$ cat src/rtl/calib_pkg.sv
package calib_pkg;

    // Control states of the trim configuration machine
    typedef enum logic [1:0] {
        ST_BYPASS      = 2'd0,
        ST_BYPASS_PEND = 2'd1,
        ST_TRIM        = 2'd2,
        ST_TRIM_PEND   = 2'd3
    } cal_state_e;

    // Ticks reported to the prescaler each reference cycle
    localparam logic [1:0] TICK_DROP = 2'd0;
    localparam logic [1:0] TICK_ONE  = 2'd1;
    localparam logic [1:0] TICK_TWO  = 2'd2;

endpackage

$ cat src/rtl/calib_win_ctr.sv
module calib_win_ctr #(
    parameter int WIN_LOG = 20
) (
    input  logic               clk,
    input  logic               rst_n,
    output logic [WIN_LOG-1:0] pos,
    output logic               win_last
);

    localparam logic [WIN_LOG-1:0] POS_LAST = {WIN_LOG{1'b1}};

    always_ff @(posedge clk or negedge rst_n) begin
        if (!rst_n) begin
            pos <= '0;
        end else begin
            pos <= pos + 1'b1;
        end
    end

    assign win_last = rst_n && (pos == POS_LAST);

endmodule

$ cat src/rtl/calib_cfg_fsm.sv
module calib_cfg_fsm
    import calib_pkg::*;
#(
    parameter int MINUS_W = 9
) (
    input  logic               clk,
    input  logic               rst_n,
    input  logic               win_last,
    input  logic               cfg_wr,
    input  logic               cfg_plus,
    input  logic [MINUS_W-1:0] cfg_minus,
    output logic               act_plus,
    output logic [MINUS_W-1:0] act_minus,
    output logic               cfg_pending
);

    cal_state_e         state_q, state_d;
    logic               stg_plus;
    logic [MINUS_W-1:0] stg_minus;
    logic               stg_zero;

    assign stg_zero = !stg_plus && (stg_minus == '0);

    // State register
    always_ff @(posedge clk or negedge rst_n) begin
        if (!rst_n) begin
            state_q <= ST_BYPASS;
        end else begin
            state_q <= state_d;
        end
    end

    // Next-state logic
    always_comb begin
        state_d = state_q;
        unique case (state_q)
            ST_BYPASS: begin
                if (cfg_wr) state_d = ST_BYPASS_PEND;
            end
            ST_TRIM: begin
                if (cfg_wr) state_d = ST_TRIM_PEND;
            end
            ST_BYPASS_PEND, ST_TRIM_PEND: begin
                if (win_last) state_d = stg_zero ? ST_BYPASS : ST_TRIM;
            end
            default: state_d = ST_BYPASS;
        endcase
    end

    // Output registers: staged and active settings
    always_ff @(posedge clk or negedge rst_n) begin
        if (!rst_n) begin
            stg_plus  <= 1'b0;
            stg_minus <= '0;
            act_plus  <= 1'b0;
            act_minus <= '0;
        end else begin
            unique case (state_q)
                ST_BYPASS, ST_TRIM: begin
                    if (cfg_wr) begin
                        stg_plus  <= cfg_plus;
                        stg_minus <= cfg_minus;
                    end
                end
                ST_BYPASS_PEND, ST_TRIM_PEND: begin
                    if (win_last) begin
                        act_plus  <= stg_plus;
                        act_minus <= stg_minus;
                    end
                end
                default: begin
                    act_plus  <= 1'b0;
                    act_minus <= '0;
                end
            endcase
        end
    end

    assign cfg_pending = (state_q == ST_BYPASS_PEND) || (state_q == ST_TRIM_PEND);

endmodule

$ cat src/rtl/calib_pulse_gen.sv
module calib_pulse_gen
    import calib_pkg::*;
#(
    parameter int WIN_LOG = 20,
    parameter int MINUS_W = 9
) (
    input  logic               rst_n,
    input  logic [WIN_LOG-1:0] pos,
    input  logic               act_plus,
    input  logic [MINUS_W-1:0] act_minus,
    output logic [1:0]         tick_cnt
);

    localparam int SLOT_LOG = WIN_LOG - MINUS_W;

    logic [MINUS_W-1:0]  slot;
    logic [MINUS_W-1:0]  slot_rev;
    logic [SLOT_LOG-1:0] sub;
    logic                mask_hit;
    logic                ins_hit;

    assign slot = pos[WIN_LOG-1:SLOT_LOG];
    assign sub  = pos[SLOT_LOG-1:0];

    // Bit-reversed slot index spreads the masked slots over the window
    for (genvar i = 0; i < MINUS_W; i++) begin : g_rev
        assign slot_rev[i] = slot[MINUS_W-1-i];
    end

    assign mask_hit = (sub == {SLOT_LOG{1'b1}}) && (slot_rev < act_minus);
    assign ins_hit  = act_plus && (sub == '0);

    always_comb begin
        if (!rst_n)        tick_cnt = TICK_ONE;
        else if (mask_hit) tick_cnt = TICK_DROP;
        else if (ins_hit)  tick_cnt = TICK_TWO;
        else               tick_cnt = TICK_ONE;
    end

endmodule

$ cat src/rtl/smooth_calib.sv
module smooth_calib #(
    parameter int WIN_LOG = 20,
    parameter int MINUS_W = 9
) (
    input  logic               clk,
    input  logic               rst_n,
    input  logic               cfg_wr,
    input  logic               cfg_plus,
    input  logic [MINUS_W-1:0] cfg_minus,
    output logic [1:0]         tick_cnt,
    output logic               cfg_pending,
    output logic               win_last
);

    logic [WIN_LOG-1:0] pos;
    logic               act_plus;
    logic [MINUS_W-1:0] act_minus;

    calib_win_ctr #(.WIN_LOG(WIN_LOG)) u_win (
        .clk      (clk),
        .rst_n    (rst_n),
        .pos      (pos),
        .win_last (win_last)
    );

    calib_cfg_fsm #(.MINUS_W(MINUS_W)) u_fsm (
        .clk         (clk),
        .rst_n       (rst_n),
        .win_last    (win_last),
        .cfg_wr      (cfg_wr),
        .cfg_plus    (cfg_plus),
        .cfg_minus   (cfg_minus),
        .act_plus    (act_plus),
        .act_minus   (act_minus),
        .cfg_pending (cfg_pending)
    );

    calib_pulse_gen #(.WIN_LOG(WIN_LOG), .MINUS_W(MINUS_W)) u_gen (
        .rst_n     (rst_n),
        .pos       (pos),
        .act_plus  (act_plus),
        .act_minus (act_minus),
        .tick_cnt  (tick_cnt)
    );

endmodule

$ cat config.mk
export PLATFORM = sky130hd
export DESIGN_NAME = smooth_calib
export DESIGN_NICKNAME = d
export VERILOG_FILES = /design/src/rtl/calib_pkg.sv /design/src/rtl/calib_win_ctr.sv /design/src/rtl/calib_cfg_fsm.sv /design/src/rtl/calib_pulse_gen.sv /design/src/rtl/smooth_calib.sv
export SDC_FILE = /design/constraint.sdc
export NUM_CORES = 1
export LEC_CHECK = 0
export BUFFER_PORTS_ARGS = -buffer_cell sky130_fd_sc_hd__buf_2
export CAP_MARGIN = 20
export CORE_MARGIN = 3
export CORE_UTILIZATION = 35
export CTS_CLUSTER_SIZE = 10
export DETAILED_ROUTE_END_ITERATION = 10
export PLACE_DENSITY = 0.55
export SLEW_MARGIN = 15
export SYNTH_ARGS = -nofsm -noshare
export SYNTH_HDL_FRONTEND = slang
export SYNTH_SLANG_ARGS = --single-unit
$ cat constraint.sdc
create_clock -name clk -period 2.32 [get_ports clk]
set_input_delay 0.116 -clock clk [delete_from_list [all_inputs] [get_ports clk]]
set_output_delay 0.116 -clock clk [all_outputs]
set_load 0.02 [all_outputs]
==> implementation parameters <==
Parameter                              Value

Status
  Run status ... finished clean

STA
  Crit share post-route ... 0.928
  Post-layout worst setup margin ... 168 ps
  Final Hold Viols ... 0
  Actual transition at the worst max-transition pin ... 637 ps
  Unrepaired setup endpoints after global routing ... false
  Crit path time final ... 2150 ps
  Clock Skews ... about 7.6 ps
  Slew margin rel. ... 0.572
  Highest attainable clock frequency ... 465 MHz
  Setup TNS Final ... 0 ps
  Final number of max-transition violations ... 0
  Final setup viols ... 0

Critical path
  Kind of capture point of the worst setup path ... output port
  Worst Path Max Fanout ... 7
  Worst path required time ... ~2200 ps
  Critical path type ... flop to output port
  Arrival time reported for the critical path endpoint ... 2040 ps
  Startpoint types ... flop

Drt
  Vias ... 1238
  Ratio of routed vias to standard cells ... 4.82
  Final routed wire length divided by cell count ... 13.3 µm
  DRT Pass-1 Iters ... 4
  Post-route DRC violation count ... 0
  First DRT Iteration DRCs ... 54
  Overall routed net length ... around 3400 µm
  Antenna-violating nets left ... 0

Layout
  Total inserted antenna cells ... 0
  Final Cell Area ... 0.00231 mm²
  Syn-to-layout area delta ... 16.7%
  Number of fill cells ... 497
  Nets ... 209
  Ratio of cells with drive above 1 in the final layout ... 0.310

Synth
  Post-synthesis instance area ... 0.00198 mm²
  Number of nets produced by synthesis ... 183
  Top area cells in the synthesized netlist ... dfrtp_1 (52%), mux2_2 (6.8%), ha_1 (6.3%)
  Flip-flop cell with the highest count after synthesis ... dfrtp_1
  Library cell with the highest instance count after synthesis ... dfrtp_1
  Count of flip-flops with a built-in enable after synthesis ... 0
  Share of synthesized area occupied by flip-flops and latches ... 0.519
  Area share of the largest cell type after synthesis ... 0.519
  Unique cell type count in the Yosys netlist ... 27
  Share of flip-flops with an asynchronous set or reset ... 1.00
  Average cell area after synthesis ... 12.3 µm²
  Instance count of the mapped netlist ... 160
  Flip-flop and latch count after synthesis ... about 40
  Cell taking the most area after synthesis ... dfrtp_1
  Number of warning messages in the yosys log ... 0
  Top cells by count, synth ... dfrtp_1 (41), nand3_1 (13), inv_1 (12), mux2_2 (12), xnor2_1 (11)

Floorplanning
  Area of the core region ... 0.00527 mm²
  Starting density of the core ... 0.375
  Number of top-level pins ... 17
  Cell Rows ... 26
  Area of the die ... 0.00658 mm²
  Floorplan die width ... 81.1 µm
  Chip height ... just over 80 µm

Min path
  Class of the worst hold path ... input port to flop

Global routing
  Maximum number of pins on one net before global-route repair ... 33
  GRT Util Overall ... 0.120
  Wire length of the first global-routing pass ... 6080 µm
  Initial antenna violation count ... 0
  Overflow left after global routing ... 0
  Number of global-route vias before repair ... 1304

Clock tree
  Longest Clk Path Bufs ... 2
  Number of buffers inserted during clock tree synthesis ... 5
  TritonCTS Sinks ... 41
  H-tree levels ... 2
  CTS tree ... yes
  Buffer type at the clock tree root ... clkbuf_8
  Clock slew at the register clock pins of the worst setup and hold paths ... 80 ps
  Clock latency reported for the late side of the worst-skew pair ... 290 ps

Placed design
  Last weighted congestion value of the routability-driven placer ... roughly 0.80
  Dpl cell area ... approximately 0.0021 mm²
  Count of input and output buffers ... 16
  Post-DP HPWL ... 2610 µm
  Pre-CTS setup slack ... 246 ps

Pwr
  Power per standard cell area ... a little under 600 mW/mm²
  VDD IR max ... between 200 and 300 µV
  Leakage power ... 1.05 nW

Flow run
  Max capacitance violation total ... 0
-- final timing paths --
check,from,end,slack [ps],depth (start not counted)
hold / removal,cfg_wr,u_fsm.state_q[0]$_DFFE_PN0P_,30,2
hold reg to reg,u_win.pos[6]$_DFF_PN0_,u_win.pos[6]$_DFF_PN0_,510,1
max in group asynchronous,rst_n,u_fsm.stg_minus[8]$_DFFE_PN0P_,1370,4
setup / recovery,u_win.pos[0]$_DFF_PN0_,win_last,170,6
min in group asynchronous,rst_n,u_win.pos[7]$_DFF_PN0_,330,3
setup reg to reg,u_win.pos[0]$_DFF_PN0_,u_fsm.act_minus[7]$_DFFE_PN0P_,180,6
-- routing by layer --
layer	wire, µm	up-vias	global-route usage
met1	1650	611	0.155
met5	0	-	0
met2	1620	16	0.193
met3	108	6	0.0333
li1	-	605	-
met4	53	0	0.0405
-- critical path: stages, from the launching register on --
cell	delay, ps
dfrtp_2	420
ha_2	230
nand2_1	110
nor4_4	440
nand2_1	180
nor3_2	190
buf_2	190
-- per-stage QoR --
step	total power, mW	utilization	hold slack (ps)	std cells
2_1_floorplan	0.775	-	-180	160
3_5_place_dp	0.809	0.406	112	245
3_3_place_gp	0.805	0.406	113	245
6_report	1.36	0.438	32.9	257
5_1_grt	1.43	0.438	29.7	257
4_1_cts	1.39	0.430	19.4	254
-- where the power goes --
group,switching [mW],internal [mW]
Sequential,0.0104,0.734
Clock,0.249,0.322
Combinational,0.0218,0.0260
-- flip-flops by register name (all words and copies together), names as in the netlist --
name             flops
u_fsm.act_plus       1
u_fsm.stg_plus       1
u_fsm.state_q        1
u_win.pos           20
u_fsm.act_minus      9
u_fsm.stg_minus      9
-- final cells by class --
class                   instances  area, µm²  area share
clock inverters                 3       46.3      0.0201
multi-input cells             103        895       0.388
repair buffers                 23        135      0.0586
inverters                      12       45.0      0.0195
well taps                      70       87.6      0.0380
clock buffers                   5       68.8      0.0298
flip-flops and latches         41       1030       0.446
-- cells by family after synthesis --
family / count (synthesis) / synth area share
buffers and inverters: 16 / 0.0348
AOI/OAI and AO/OA: 8 / 0.0253
xor gates and xnor gates: 18 / 0.0798
and+or+nand+nor: 47 / 0.148
muxes: 20 / 0.129
DFF: 41 / 0.519
adders and majority gates: 10 / 0.0633
-- placed cells by master, fill, tap and decap left out, types with 2 or more instances in the layout --
| master | n |
|---|---|
| xor2_1 | 7 |
| clkbuf_8 | 5 |
| nor2_1 | 4 |
| mux2_4 | 8 |
| a21boi_0 | 2 |
| inv_1 | 12 |
| mux2_2 | 12 |
| dfrtp_2 | 2 |
| nor4_1 | 2 |
| nor4b_1 | 3 |
| xnor2_1 | 11 |
| dfrtp_1 | 39 |
| nand2_1 | 10 |
| buf_2 | 16 |
| nand4_1 | 4 |
| nor2b_1 | 2 |
| nand3_1 | 13 |
| buf_4 | 6 |
| nor3_1 | 2 |
| a21oi_1 | 4 |
| ha_1 | 9 |
-- what timing repair did --
action                     in CTS  in global routing
setup endpoints to repair       0                  2
gates resized for setup         0                  5
setup buffers                   0                  3
hold buffers                    1                  0
hold endpoints to repair        9                  0
Note: power is estimated with default switching activity, not from simulation.
